**src/rtl/sio_pkg.sv**
```systemverilog
package sio_pkg;

  localparam int unsigned BYTE_W = 8;
  localparam int unsigned FM_REGS = 4;

  typedef logic [BYTE_W-1:0] byte_t;

  // Decoded access events for one CPU cycle
  typedef struct packed {
    logic                cmd_rd;
    logic                sta_a_rd;
    logic                dat_rd;
    logic                sta_b_rd;
    logic                result_wr;
    logic [FM_REGS-1:0]  fm_wr;
  } sio_hit_t;

  // Port number that strobes bank k; the highest bank sits at the lowest port
  function automatic byte_t bank_port(input byte_t base, input int unsigned n, input int unsigned k);
    return base + byte_t'(n - 1 - k);
  endfunction

  // Port number of FM register r (ctl A, data A, ctl B, data B)
  function automatic byte_t fm_port(input byte_t base, input int unsigned r);
    return base + byte_t'(r);
  endfunction

  // Next state of a set/clear flag where set wins
  function automatic logic set_wins(input logic cur, input logic set, input logic clr);
    return set | (cur & ~clr);
  endfunction

endpackage

```
**src/rtl/sio_decode.sv**
```systemverilog
module sio_decode
  import sio_pkg::*;
#(
  parameter int unsigned N_BANKS     = 4,
  parameter byte_t       CMD_PORT    = 8'h00,
  parameter byte_t       FM_PORT     = 8'h04,
  parameter byte_t       BANK_PORT   = 8'h08,
  parameter byte_t       RESULT_PORT = 8'h0C
) (
  input  byte_t              port_lo,
  input  logic               rd,
  input  logic               wr,
  output sio_hit_t           hit,
  output logic [N_BANKS-1:0] bank_stb
);

  always_comb begin
    hit           = '0;
    hit.cmd_rd    = rd && (port_lo == CMD_PORT);
    hit.sta_a_rd  = rd && (port_lo == fm_port(FM_PORT, 0));
    hit.dat_rd    = rd && (port_lo == fm_port(FM_PORT, 1));
    hit.sta_b_rd  = rd && (port_lo == fm_port(FM_PORT, 2));
    hit.result_wr = wr && (port_lo == RESULT_PORT);
    for (int r = 0; r < FM_REGS; r++) begin
      hit.fm_wr[r] = wr && (port_lo == fm_port(FM_PORT, r));
    end
  end

  for (genvar k = 0; k < N_BANKS; k++) begin : g_bank
    assign bank_stb[k] = rd && (port_lo == bank_port(BANK_PORT, N_BANKS, k));
  end

endmodule

```
**src/rtl/sio_mailbox.sv**
```systemverilog
module sio_mailbox
  import sio_pkg::*;
(
  input  logic  clk,
  input  logic  rst_n,
  input  logic  host_we,
  input  byte_t host_data,
  input  logic  cpu_take,
  input  logic  res_we,
  input  byte_t res_data,
  output byte_t cmd_q,
  output logic  pending,
  output byte_t result_q
);

  always_ff @(posedge clk) begin
    if (!rst_n) begin
      cmd_q    <= '0;
      pending  <= 1'b0;
      result_q <= '0;
    end else begin
      if (host_we) begin
        cmd_q   <= host_data;
        pending <= 1'b1;
      end else if (cpu_take) begin
        pending <= 1'b0;
      end
      if (res_we) begin
        result_q <= res_data;
      end
    end
  end

endmodule

```
**src/rtl/sio_irq_ctl.sv**
```systemverilog
module sio_irq_ctl
  import sio_pkg::*;
(
  input  logic clk,
  input  logic rst_n,
  input  logic nmi_set,
  input  logic nmi_ack,
  input  logic irq_set,
  input  logic irq_clr,
  output logic irq,
  output logic nmi
);

  always_ff @(posedge clk) begin
    if (!rst_n) begin
      irq <= 1'b0;
      nmi <= 1'b0;
    end else begin
      irq <= set_wins(irq, irq_set, irq_clr);
      nmi <= set_wins(nmi, nmi_set, nmi_ack);
    end
  end

endmodule

```
**src/rtl/snd_io_hub.sv**
```systemverilog
module snd_io_hub
  import sio_pkg::*;
#(
  parameter int unsigned ADDR_W      = 16,
  parameter int unsigned N_BANKS     = 4,
  parameter byte_t       CMD_PORT    = 8'h00,
  parameter byte_t       FM_PORT     = 8'h04,
  parameter byte_t       BANK_PORT   = 8'h08,
  parameter byte_t       RESULT_PORT = 8'h0C
) (
  input  logic                      clk,
  input  logic                      rst_n,
  input  logic [ADDR_W-1:0]         cpu_port,
  input  logic                      cpu_rd,
  input  logic                      cpu_wr,
  input  logic [7:0]                cpu_wdata,
  output logic [7:0]                cpu_rdata,
  input  logic                      host_cmd_we,
  input  logic [7:0]                host_cmd_data,
  output logic                      cmd_pending,
  output logic [7:0]                host_result,
  input  logic                      host_nmi_set,
  input  logic                      host_irq_set,
  input  logic                      host_irq_clr,
  input  logic                      cpu_nmi_ack,
  output logic                      cpu_irq,
  output logic                      cpu_nmi,
  input  logic [7:0]                fm_stat_a,
  input  logic [7:0]                fm_stat_b,
  input  logic [7:0]                fm_rdata,
  output logic                      fm_rd_stb,
  output logic [3:0]                fm_we,
  output logic [7:0]                fm_wdata,
  output logic [N_BANKS-1:0]        bank_stb,
  output logic [ADDR_W-BYTE_W-1:0]  bank_page
);

  sio_hit_t hit;
  byte_t    cmd_q;
  logic     cmd_take_w;
  logic     result_we_w;

  sio_decode #(
    .N_BANKS(N_BANKS), .CMD_PORT(CMD_PORT), .FM_PORT(FM_PORT),
    .BANK_PORT(BANK_PORT), .RESULT_PORT(RESULT_PORT)
  ) i_dec (
    .port_lo  (cpu_port[BYTE_W-1:0]),
    .rd       (cpu_rd),
    .wr       (cpu_wr),
    .hit      (hit),
    .bank_stb (bank_stb)
  );

  assign cmd_take_w  = hit.cmd_rd;
  assign result_we_w = hit.result_wr;

  sio_mailbox i_mbox (
    .clk       (clk),
    .rst_n     (rst_n),
    .host_we   (host_cmd_we),
    .host_data (host_cmd_data),
    .cpu_take  (cmd_take_w),
    .res_we    (result_we_w),
    .res_data  (cpu_wdata),
    .cmd_q     (cmd_q),
    .pending   (cmd_pending),
    .result_q  (host_result)
  );

  sio_irq_ctl i_irq (
    .clk     (clk),
    .rst_n   (rst_n),
    .nmi_set (host_nmi_set),
    .nmi_ack (cpu_nmi_ack),
    .irq_set (host_irq_set),
    .irq_clr (host_irq_clr),
    .irq     (cpu_irq),
    .nmi     (cpu_nmi)
  );

  // Read return path; bank ports and undecoded ports read as zero
  always_comb begin
    cpu_rdata = '0;
    if (hit.cmd_rd)        cpu_rdata = cmd_q;
    else if (hit.sta_a_rd) cpu_rdata = fm_stat_a;
    else if (hit.dat_rd)   cpu_rdata = fm_rdata;
    else if (hit.sta_b_rd) cpu_rdata = fm_stat_b;
  end

  assign fm_rd_stb = hit.dat_rd;
  assign fm_we     = hit.fm_wr;
  assign fm_wdata  = cpu_wdata;
  assign bank_page = cpu_port[ADDR_W-1:BYTE_W];

endmodule

```
**config.mk**
```make
export PLATFORM = sky130hd
export DESIGN_NAME = snd_io_hub
export DESIGN_NICKNAME = d
export VERILOG_FILES = /design/src/rtl/sio_pkg.sv /design/src/rtl/sio_decode.sv /design/src/rtl/sio_mailbox.sv /design/src/rtl/sio_irq_ctl.sv /design/src/rtl/snd_io_hub.sv
export SDC_FILE = /design/constraint.sdc
export NUM_CORES = 1
export LEC_CHECK = 0
export ABC_AREA = 1
export CAP_MARGIN = 20
export CORE_UTILIZATION = 28
export CTS_CLUSTER_DIAMETER = 100
export DETAILED_ROUTE_END_ITERATION = 12
export MAX_ROUTING_LAYER = met4
export PLACE_DENSITY_LB_ADDON = 0.15
export SLEW_MARGIN = 30
export SYNTH_ARGS = -nofsm -noshare
export SYNTH_HDL_FRONTEND = slang
export SYNTH_SLANG_ARGS = --single-unit
```
**constraint.sdc**
```tcl
create_clock -name clk -period 1 [get_ports clk]
set_input_delay 0.2 -clock clk [delete_from_list [all_inputs] [get_ports clk]]
set_output_delay 0.2 -clock clk [all_outputs]
set_load 0.01 [all_outputs]
```
==> metrics.md <==
| Metric | Value |
|---|---|
| Outcome | `complete, but fails checks` |
| Failing checks | `negative setup slack` |
| Util after Layout | `63.07%` |
| Final hold vios | `0` |
| Setup WS post-layout | `-0.3953 ns` |
| Core Area | `0.004029 mm2` |
| Post-Syn Instances | `183` |
| Synthesis Warnings | `0` |
| Reg clk slew, reported paths | `0.07 ns` |
| XOR/XNOR Fraction of Synth Area | `0%` |
| Die W | `66.85 um` |
| Share of layout cells above drive strength 1 | `48.36%` |
| Die Ht | `66.85 um` |
| Clk sink count | `19` |
| CP endpoint kind | `primary output` |
| Diode count | `0` |
| RSZ-0062 raised after global routing | `true` |
| Period utilization | `139.5%` |
| Final Non-Filler Cells | `354` |
| Routed WL | `4443 um` |
| Net Sw Frac | `27.27%` |
| DP HPWL | `3249 um` |
| # H-tree levels | `1` |
| Largest net degree at the start of global routing | `13` |
| Reg power frac | `42.5%` |
| P_sw | `519.1 uW` |
| FF-to-FF setup slack | `0.25 ns` |
| Worst hold start | `cpu_wdata[4]` |
| Share of cell area taken by muxes after synthesis | `0%` |
| Comb pwr share | `27.8%` |
| Inst Count DP | `334` |
| Initial Util | `29.22%` |
| Total track usage | `20.45%` |
| Initial antenna violation count | `0` |
| CP most frequent cell | `buf_6` |
| First-pass GRT wire length | `6727 um` |
| Synth top area share | `32.31%` |
| Crit path kind | `in -> out` |
| Hold Path Sink | `i_mbox.result_q[4]` |
| Setup violations, final | `17` |
| Total grt overflow | `0` |
| Hold Crit Class | `in -> reg` |
| Final min period | `1.395 ns` |
| Clock Latency Late Sink | `0.26 ns` |
| Synth Area in Simple Gates | `41.87%` |
| Pleak | `0.001228 uW` |
| CP Max Fanout | `5` |
| Dominant cells by area after synthesis | `dfxtp_1 32%, nor2_1 13%, nand2_1 11%, buf_4 10%, a21oi_1 5.1%` |
| Post-DP Area | `0.002262 mm2` |
| Post-synthesis compound-gate area fraction | `9.245%` |
| Max Fclk | `716.7 MHz` |
| Worst setup SP type | `input port` |
| Worst Path Required | `0.80 ns` |
| Slew margin rel. | `84.86%` |
| Setup_tns | `-5.007 ns` |
| Fill cell count | `384` |
| Clk pwr share | `29.7%` |
| # IOs | `109` |
| Initial DRT Pass Iterations | `5` |
| Vias | `1606` |
| Design area | `0.002541 mm2` |
| Mapped Avg Cell Area | `6.434 um2` |
| Adder-cell area share of the yosys netlist | `0%` |
| Final net count | `370` |
| Worst-case reg-to-reg path depth | `3` |
| Cell Area, Synth | `0.001177 mm2` |
| Slowest-stage cell, CP | `nor3_4` |
| CTS tree | `done` |
| Internal | `1384 uW` |
| Worst EP arrival | `1.20 ns` |
| Synthesized Nets | `248` |
| Number of synthesized register bits | `19` |
| Worst-margin pin slew | `0.2258 ns` |
| Critical path's largest stage delay | `0.17 ns` |
| Yosys cell types | `18` |
| Largest family of logic cells by synthesized area | `simple AND/OR/NAND/NOR gates` |
| Initial DRC Count | `35` |
| Sequential cell area fraction in the yosys report | `32.31%` |
| Root buf cell | `clkbuf_8` |
| Buffers on Ports | `92` |
| Critical-path cell list | `buf_6, nor2_4, nand2_4, nor3_4, buf_12, buf_6, nand3_1, nand4_1, buf_2` |
| CP Buf/Inv Count | `4` |
| Antenna-violating nets left | `0` |
| Crit path max-delay family | `simple AND/OR/NAND/NOR gates` |
| Reg2reg end | `i_mbox.cmd_q[5]` |
| DRC | `0` |
| GPL Wtd Cong | `0.8504` |
| Via density | `4.537` |
| Area Overhead vs Synth | `115.8%` |
| Hold Buf Count CTS | `0` |
| Hold Crit Depth | `3` |
| CTS Buffer Depth | `2` |
| Worst path depth | `9` |
| Clk_skew | `0 ns` |
| PwrDens | `749.0 mW/mm2` |
| CTS Buf Count | `3` |
| Maximum VDD drop | `0.0009617 V` |
| Die area | `0.004468 mm2` |
| FF-to-FF Start | `i_mbox.cmd_q[5]` |
| Max-cap violations | `0` |
| Final slew viol count | `0` |
| WL/cell | `12.55 um` |
| FP Rows | `23` |
| Vias in the first global route | `1546` |
| Tot Pwr | `1903 uW` |
| Area leader, netlist | `dfxtp_1` |
placed cells by master (no fill, tap or decap), types with 3 or more instances in the layout:
cell type        netlist  final
a21oi_1               12     11
buf_2                  0     37
buf_4                 16     28
buf_6                  1     20
clkbuf_8               0      3
clkdlybuf4s50_1        0     36
dfxtp_1               19     16
dfxtp_2                0      3
dlygate4sd2_1          0      7
dlymetal6s2s_1         0      3
inv_1                 12      7
inv_4                  0      5
nand2_1               34     24
nand2_2                2      3
nand2_4                0      8
nand3_1               11      3
nand3_2                0      7
nand4_1                8      8
nor2_1                42     25
nor2_2                 0      9
nor2_4                 3     11
nor3_1                 8      7
o21ai_0                8      8
what timing repair did:
item,in CTS,in global routing
gates resized for setup,241,39
setup buffers,13,4
pin swaps,27,23
endpoints found under the setup margin,45,28
gates cloned,0,1
power by group through the flow:
stage	Combinational, uW	Sequential [uW]	Clock, uW
final	529	809	565
after global routing	571	812	597
after CTS	494	808	576
after detailed placement	491	823	0
after global placement	490	822	0
after floorplan	162	821	0
synthesized netlist by cell type:
library cell / instances
nand4_1: 8
o2111ai_1: 1
nand3_1: 11
dfxtp_1: 19
clkinv_1: 1
o21ai_0: 8
inv_2: 3
a21oi_1: 12
nand2_2: 2
nand2_1: 34
nor3_4: 1
inv_1: 12
nor2_4: 3
nor2_1: 42
buf_6: 1
clkbuf_1: 1
nor3_1: 8
buf_4: 16
routing by layer:
metal / up-vias / track usage [%] / part of all wire [%]
met4: 0 / 7.979 / 1.8
met1: 723 / 22.95 / 42
met5: - / - / 0
li1: 819 / - / -
met3: 11 / 3.596 / 4.6
met2: 53 / 35.73 / 51
sequential cells by signal, indices dropped and copies added (netlist names):
name	cells
i_irq.nmi	1
i_mbox.pending	1
i_irq.irq	1
i_mbox.cmd_q	8
i_mbox.result_q	8
logic make-up (layout without fill, tap and decap cells):
group,Yosys count,after routing
AO/OA/AOI/OAI,21,21
flip-flops,19,19
buffers and inverters,34,155
AND/OR/NAND/NOR,109,109
how the worst max path moves through the flow:
stage,startpoint,end
global route,cpu_port[7],cpu_rdata[5]
finish,cpu_port[7],cpu_rdata[0]
CTS,cpu_port[5],cpu_rdata[0]
detailed placement,cpu_port[7],cpu_rdata[7]
floorplan,cpu_port[7],bank_stb[1]
global placement,cpu_port[7],cpu_rdata[7]
final cells by class:
type                    instances  area (um2)  area share [%]
clock buffers                   3       41.29           1.625
inverters                      16       86.33           3.397
well taps                      50       62.56           2.462
multi-input cells             130       819.5           32.25
repair buffers                134        1135           44.66
flip-flops and latches         19       384.1           15.12
clock inverters                 1       7.507          0.2954
repair inverters                1       5.005          0.1969
per-stage QoR:
stage | hold slack [ns] | setup WS [ns]
2_1_floorplan | 0.3174 | -0.1314
3_3_place_gp | 0.4001 | -1.199
3_5_place_dp | 0.4001 | -1.202
4_1_cts | 0.3613 | -0.4250
5_1_grt | 0.3809 | -0.4740
6_report | 0.3607 | -0.3953
worst min-delay path, delay by kind of cell:
family | cells | cell delay [ns]
buffers and inverters | 1 | 0.24
and+or+nand+nor | 2 | 0.15
Note: power is estimated with default switching activity, not from simulation.
